$ cat src/rtl/zt_sram_pkg.sv
package zt_sram_pkg;

  typedef enum logic [1:0] {
    OP_IDLE  = 2'd0,
    OP_READ  = 2'd1,
    OP_WRITE = 2'd2
  } op_e;

  // Low address bits of a burst beat: XOR walk or wrapping increment
  function automatic logic [1:0] beat_lo(input logic [1:0] start,
                                         input logic [1:0] beat,
                                         input logic       il);
    return il ? (start ^ beat) : (start + beat);
  endfunction

endpackage

$ cat src/rtl/zt_sram_burst.sv
module zt_sram_burst
  import zt_sram_pkg::*;
#(
  parameter int ADDR_W = 6,
  parameter int NBYTES = 2
) (
  input  logic              clk,
  input  logic              rst_n,
  input  logic              en,
  input  logic              adv,
  input  logic              we_n,
  input  logic              sel,
  input  logic              mode_il,
  input  logic [ADDR_W-1:0] addr,
  input  logic [NBYTES-1:0] bw_n,
  output op_e               cmd_op,
  output logic [ADDR_W-1:0] cmd_addr,
  output logic [NBYTES-1:0] cmd_be
);

  localparam int HI = ADDR_W - 1;

  logic [ADDR_W-1:0] base_q, base_d;
  logic [1:0]        beat_q, beat_d;
  op_e               op_q, op_d;
  logic              il_q, il_d;

  always_comb begin
    base_d = base_q;
    beat_d = beat_q + 2'd1;
    op_d   = op_q;
    il_d   = il_q;
    if (!adv) begin
      base_d = addr;
      beat_d = 2'd0;
      il_d   = mode_il;
      if (!sel)       op_d = OP_IDLE;
      else if (!we_n) op_d = OP_WRITE;
      else            op_d = OP_READ;
    end
  end

  always_comb begin
    if (!adv) cmd_addr = addr;
    else      cmd_addr = {base_q[HI:2], beat_lo(base_q[1:0], beat_d, il_q)};
    cmd_op = op_d;
    cmd_be = ~bw_n;
  end

  always_ff @(posedge clk or negedge rst_n) begin
    if (!rst_n) begin
      base_q <= '0;
      beat_q <= '0;
      op_q   <= OP_IDLE;
      il_q   <= 1'b0;
    end else if (en) begin
      base_q <= base_d;
      beat_q <= beat_d;
      op_q   <= op_d;
      il_q   <= il_d;
    end
  end

  AST_BURST_UPPER_FIXED: assert property (@(posedge clk) disable iff (!rst_n)
    (en && adv) |=> (!(en && adv) || cmd_addr[HI:2] == $past(cmd_addr[HI:2])));

  AST_CONT_KEEPS_OP: assert property (@(posedge clk) disable iff (!rst_n)
    (en && adv) |=> (!(en && adv) || cmd_op == $past(cmd_op)));

  AST_DESELECT_IDLE: assert property (@(posedge clk) disable iff (!rst_n)
    (!adv && !sel) |-> cmd_op == OP_IDLE);

endmodule

$ cat src/rtl/zt_sram_array.sv
module zt_sram_array #(
  parameter int ADDR_W = 6,
  parameter int NBYTES = 2,
  parameter int BYTE_W = 8
) (
  input  logic                     clk,
  input  logic                     rst_n,
  input  logic                     en,
  input  logic                     rd_en,
  input  logic [ADDR_W-1:0]        rd_addr,
  input  logic                     wr_en,
  input  logic [ADDR_W-1:0]        wr_addr,
  input  logic [NBYTES-1:0]        wr_be,
  input  logic [NBYTES*BYTE_W-1:0] wr_data,
  output logic [NBYTES*BYTE_W-1:0] rd_data
);

  localparam int DATA_W = NBYTES * BYTE_W;
  localparam int DEPTH  = 1 << ADDR_W;

  logic [DATA_W-1:0] mem [DEPTH];
  logic [DATA_W-1:0] rd_mrg;
  logic [DATA_W-1:0] rd_q;
  logic              same_addr;

  assign same_addr = wr_en && (wr_addr == rd_addr);

  // Per-lane bypass of the write that commits on the same edge
  for (genvar g = 0; g < NBYTES; g++) begin : g_lane
    assign rd_mrg[g*BYTE_W +: BYTE_W] = (same_addr && wr_be[g])
                                        ? wr_data[g*BYTE_W +: BYTE_W]
                                        : mem[rd_addr][g*BYTE_W +: BYTE_W];
  end

  always_ff @(posedge clk) begin
    if (en && wr_en) begin
      for (int b = 0; b < NBYTES; b++) begin
        if (wr_be[b]) mem[wr_addr][b*BYTE_W +: BYTE_W] <= wr_data[b*BYTE_W +: BYTE_W];
      end
    end
  end

  always_ff @(posedge clk or negedge rst_n) begin
    if (!rst_n)            rd_q <= '0;
    else if (en && rd_en)  rd_q <= rd_mrg;
  end

  assign rd_data = rd_q;

  AST_RDQ_FROZEN_IDLE: assert property (@(posedge clk) disable iff (!rst_n)
    !(en && rd_en) |=> $stable(rd_data));

endmodule

$ cat src/rtl/zt_sram.sv
module zt_sram
  import zt_sram_pkg::*;
#(
  parameter int ADDR_W = 6,
  parameter int NBYTES = 2,
  parameter int BYTE_W = 8
) (
  input  logic                     clk,
  input  logic                     rst_n,
  input  logic                     cke_n,
  input  logic                     sel_hi_a,
  input  logic                     sel_hi_b,
  input  logic                     sel_lo_n,
  input  logic                     adv,
  input  logic                     we_n,
  input  logic [NBYTES-1:0]        bw_n,
  input  logic                     order_il,
  input  logic [ADDR_W-1:0]        addr,
  input  logic [NBYTES*BYTE_W-1:0] wdata,
  output logic [NBYTES*BYTE_W-1:0] rdata,
  output logic                     rvalid
);

  localparam int DATA_W = NBYTES * BYTE_W;

  logic              en;
  logic              sel;
  op_e               cmd_op;
  logic [ADDR_W-1:0] cmd_addr;
  logic [NBYTES-1:0] cmd_be;

  op_e               s1_op, s2_op;
  logic [ADDR_W-1:0] s1_addr, s2_addr;
  logic [NBYTES-1:0] s1_be, s2_be;

  logic [DATA_W-1:0] arr_rd;
  logic [DATA_W-1:0] rdata_q, rdata_d;
  logic              rvalid_q, rvalid_d;

  assign en  = ~cke_n;
  assign sel = sel_hi_a & sel_hi_b & ~sel_lo_n;

  zt_sram_burst #(.ADDR_W(ADDR_W), .NBYTES(NBYTES)) u_burst (
    .clk      (clk),
    .rst_n    (rst_n),
    .en       (en),
    .adv      (adv),
    .we_n     (we_n),
    .sel      (sel),
    .mode_il  (order_il),
    .addr     (addr),
    .bw_n     (bw_n),
    .cmd_op   (cmd_op),
    .cmd_addr (cmd_addr),
    .cmd_be   (cmd_be)
  );

  always_ff @(posedge clk or negedge rst_n) begin
    if (!rst_n) begin
      s1_op   <= OP_IDLE;
      s1_addr <= '0;
      s1_be   <= '0;
      s2_op   <= OP_IDLE;
      s2_addr <= '0;
      s2_be   <= '0;
    end else if (en) begin
      s1_op   <= cmd_op;
      s1_addr <= cmd_addr;
      s1_be   <= cmd_be;
      s2_op   <= s1_op;
      s2_addr <= s1_addr;
      s2_be   <= s1_be;
    end
  end

  zt_sram_array #(.ADDR_W(ADDR_W), .NBYTES(NBYTES), .BYTE_W(BYTE_W)) u_array (
    .clk     (clk),
    .rst_n   (rst_n),
    .en      (en),
    .rd_en   (s1_op == OP_READ),
    .rd_addr (s1_addr),
    .wr_en   (s2_op == OP_WRITE),
    .wr_addr (s2_addr),
    .wr_be   (s2_be),
    .wr_data (wdata),
    .rd_data (arr_rd)
  );

  always_comb begin
    rvalid_d = (s2_op == OP_READ);
    rdata_d  = rvalid_d ? arr_rd : rdata_q;
  end

  always_ff @(posedge clk or negedge rst_n) begin
    if (!rst_n) begin
      rvalid_q <= 1'b0;
      rdata_q  <= '0;
    end else if (en) begin
      rvalid_q <= rvalid_d;
      rdata_q  <= rdata_d;
    end
  end

  assign rvalid = rvalid_q;
  assign rdata  = rdata_q;

  AST_SUSPEND_HOLDS: assert property (@(posedge clk) disable iff (!rst_n)
    !en |=> ($stable(rvalid) && $stable(rdata)));

  AST_VALID_NEEDS_EDGE: assert property (@(posedge clk) disable iff (!rst_n)
    $rose(rvalid) |-> $past(en));

  AST_IDLE_NO_VALID: assert property (@(posedge clk) disable iff (!rst_n)
    (en && s1_op != OP_READ) |=> ##1 (!$past(en) || !rvalid));

endmodule

$ cat config.mk
export PLATFORM = sky130hd
export DESIGN_NAME = zt_sram
export DESIGN_NICKNAME = d
export VERILOG_FILES = /design/src/rtl/zt_sram_pkg.sv /design/src/rtl/zt_sram_burst.sv /design/src/rtl/zt_sram_array.sv /design/src/rtl/zt_sram.sv
export SDC_FILE = /design/constraint.sdc
export NUM_CORES = 1
export LEC_CHECK = 0
export CAP_MARGIN = 20
export CORE_ASPECT_RATIO = 2
export CORE_MARGIN = 3
export CORE_UTILIZATION = 37
export CTS_CLUSTER_DIAMETER = 120
export DETAILED_ROUTE_END_ITERATION = 8
export PLACE_DENSITY_LB_ADDON = 0.2
export RECOVER_POWER = 100
export SLEW_MARGIN = 0
export SYNTH_ARGS = -nofsm -noshare
export SYNTH_HDL_FRONTEND = slang
export SYNTH_SLANG_ARGS = --single-unit
$ cat constraint.sdc
create_clock -name clk -period 2.3 [get_ports clk]
set_input_delay 0.46 -clock clk [delete_from_list [all_inputs] [get_ports clk]]
set_output_delay 0.46 -clock clk [all_outputs]
set_load 0.02 [all_outputs]
==> metrics <==
DRT iter0 DRCs 1,598; Worst Clk Skew 0.0239 ns; most common cell after layout, fill and taps aside edfxtp_1; layout cells sized above 1 33.9%; Remaining Overflow, GRT 0; endpoints failing setup 68; dpl cell area 0.0471 mm²; number of synthesized flops with an enable pin 1,024; post-detailed-routing wire length 121,000 µm; Synth cell types 55; via/cell ratio 5.33; Synth Cell Area 0.0424 mm²; IO buf count 49; Final period util 114%; highest net fanout along the worst path 12; TritonCTS buffer count 93; Synth Net Count 2,032; antenna violations before repair 4; Final Hold Viols 0; clk slew on worst S/H paths 0.07 ns; largest net degree at the start of global routing 66; Critical Path Source Type register; register bit total from synthesis 1,086; worst skew pair latency 0.69 ns; Detailed Place HPWL 86,200 µm; XOR/XNOR Fraction of Synth Area 0.186%; # rows 175; asr flop ratio synth 5.71%; leakage power total 16.5 nW; Synth Warn # 0; initial core utilization 37.3%; CTS tree done; DRT Pass-1 Iters 5; post-route setup TNS -7.18 ns; Cells after Synth 1,998; Overall Power 46.2 mW; worst rel slew slack -16.4%; Tmin final 2.61 ns; DRC viols 0; vias in the first global route 22,909; DIE AREA 0.119 mm²; Clock Tree Buf Depth 3; routed via count 21,233; first-pass GRT wire length 171,000 µm; Peak Freq 383 MHz; max-cap viol count 8; Root Buffer clkbuf_16; status finished, violations left; worst slack, placed -0.448 ns; Top FF cell, synth edfxtp_1; Die Y 485 µm; Worst Hold Class primary input to register; Mapped Avg Cell Area 21.2 µm²; Sink Count 1,086; WL per Instance 30.5 µm; Final Worst Setup Slack -0.312 ns; mux contribution to synthesized area 17.1%; max-slew violations 290; critical path arrival 3.17 ns; Post-Synth Adder-Cell Area 0.0295%; largest family of logic cells by synthesized area multiplexers; Synth Area in Compound Gates 1.68%; worst slew pin tran 1.75 ns; pwr dens 913 mW/mm²; most frequent cells in the layout edfxtp_1, mux4_2, buf_4; remaining antenna violation count 0; Setup crit end kind register; IO Pins 50; fin nets 2,437; Die Wd 245 µm; failing checks capacitance limit, slew limit, setup timing; worst vdd ir 0.606 mV; RSZ-0062 raised after global routing yes; synthesis-to-layout area growth 19.4%; Core Area 0.114 mm²; Finished Cell Area 0.0506 mm²; Required @ worst endpoint 2.86 ns; critical path class register to register; gpl congestion 0.868; simple-gate share of the synthesized area 3.24%; H-tree levels 3; Total GRT Usage 20.5%; register area share after synthesis 76.2%
## sequential cells by signal, summed over array words and instances (netlist names)
register,cells
rdata,16
u_burst.il_q,1
u_burst.beat_q,2
u_array.mem,1024
u_burst.op_q,2
u_array.rd_data,16
s2_op,2
s2_addr,6
s1_addr,6
s1_be,2
s2_be,2
rvalid,1
u_burst.base_q,6
## through the flow
stage                     utilization (%)  hold WS (ns)  cells
after floorplan                         -         0.164   1998
after global placement               41.5         0.408   3775
after detailed placement             41.5         0.418   3775
after CTS                            44.6        0.0610   3959
after global routing                 44.5         0.244   3984
final                                44.5         0.245   3984
## synthesized netlist by cell type (4+ instances only)
| cell type | count | area share (%) |
|---|---|---|
| inv_1 | 15 | 0.13 |
| o221ai_1 | 4 | 0.083 |
| edfxtp_1 | 1024 | 73 |
| or3_1 | 4 | 0.059 |
| o22ai_1 | 20 | 0.30 |
| nor2_1 | 148 | 1.3 |
| buf_2 | 29 | 0.34 |
| mux2i_1 | 44 | 1.0 |
| mux4_2 | 281 | 15 |
| buf_1 | 10 | 0.089 |
| nand2_1 | 71 | 0.63 |
| nand3b_1 | 7 | 0.12 |
| or3b_2 | 5 | 0.10 |
| nor3b_1 | 5 | 0.089 |
| mux2_2 | 33 | 0.88 |
| a22oi_1 | 14 | 0.25 |
| nor2b_1 | 8 | 0.12 |
| nand4_1 | 7 | 0.10 |
| a211oi_1 | 11 | 0.19 |
| mux4_1 | 4 | 0.25 |
| a21oi_1 | 18 | 0.21 |
| o21ai_0 | 18 | 0.21 |
| nand2b_1 | 7 | 0.10 |
| nor3_1 | 16 | 0.19 |
| and2_1 | 8 | 0.12 |
| xor2_1 | 6 | 0.12 |
| buf_6 | 16 | 0.42 |
| buf_4 | 12 | 0.21 |
| clkbuf_1 | 43 | 0.38 |
| nand3_1 | 12 | 0.14 |
| dfrtp_1 | 62 | 3.7 |
## kinds of logic after synthesis
kind of cell	after synthesis
mux	362
compound gates	106
buf+inv	127
fa+ha+maj	1
xor+xnor	9
simple gates	307
flops	1086
## power by group
| part | internal, mW | leakage (nW) | total [mW] | switching [mW] |
|---|---|---|---|---|
| clock | 9.07 | 1.50 | 16.2 | 7.17 |
| combinational | 3.59 | 5.07 | 7.58 | 3.99 |
| sequential | 22.0 | 9.96 | 22.4 | 0.410 |
## layer usage
layer / track usage [%] / up-vias / share of wire, %
li1: - / 9059 / -
met1: 20.6 / 11463 / 33
met2: 40.8 / 531 / 59
met3: 2.11 / 180 / 3.0
met4: 10.1 / 0 / 5.5
met5: 0 / - / 0
## critical path, cell delays in order, from the launching register on
cell	delay, ns
dfrtp_4	0.48
buf_12	0.19
buf_16	0.18
buf_12	0.16
mux4_2	0.53
mux4_2	0.55
mux2i_2	0.21
o221ai_1	0.13
## cell type report
| class | instances | area [µm²] |
|---|---|---|
| Multi-Input combinational cell | 785 | 9630 |
| Tap cell | 1504 | 1880 |
| Fill cell | 9658 | 63000 |
| Timing Repair Buffer | 420 | 3630 |
| Antenna cell | 2 | 5.00 |
| Inverter | 17 | 63.8 |
| Sequential cell | 1086 | 32300 |
| Clock buffer | 109 | 2470 |
| Clock inverter | 61 | 629 |
## final timing paths
check                      slack [ns]            endpoint  cells past startpoint       start
min in group asynchronous        0.76              rvalid                      2       rst_n
hold reg to reg                  0.48              rvalid                      1      rvalid
max in group asynchronous        0.22            rdata[2]                      3       rst_n
setup reg to reg                -0.31  u_array.rd_data[8]                      7  s1_addr[0]
setup / recovery                -0.31  u_array.rd_data[8]                      7  s1_addr[0]
hold / removal                   0.25            s1_be[1]                      3       cke_n
## repair_timing
action,CTS,global route
endpoints found under the setup margin,20,25
endpoints found under the hold margin,22,0
gates resized for setup,51,22
cloned,3,7
hold buffers,1,0
pin swaps,5,6
buffers inserted,10,17
No activity file was read; power rests on OpenSTA's default activity.
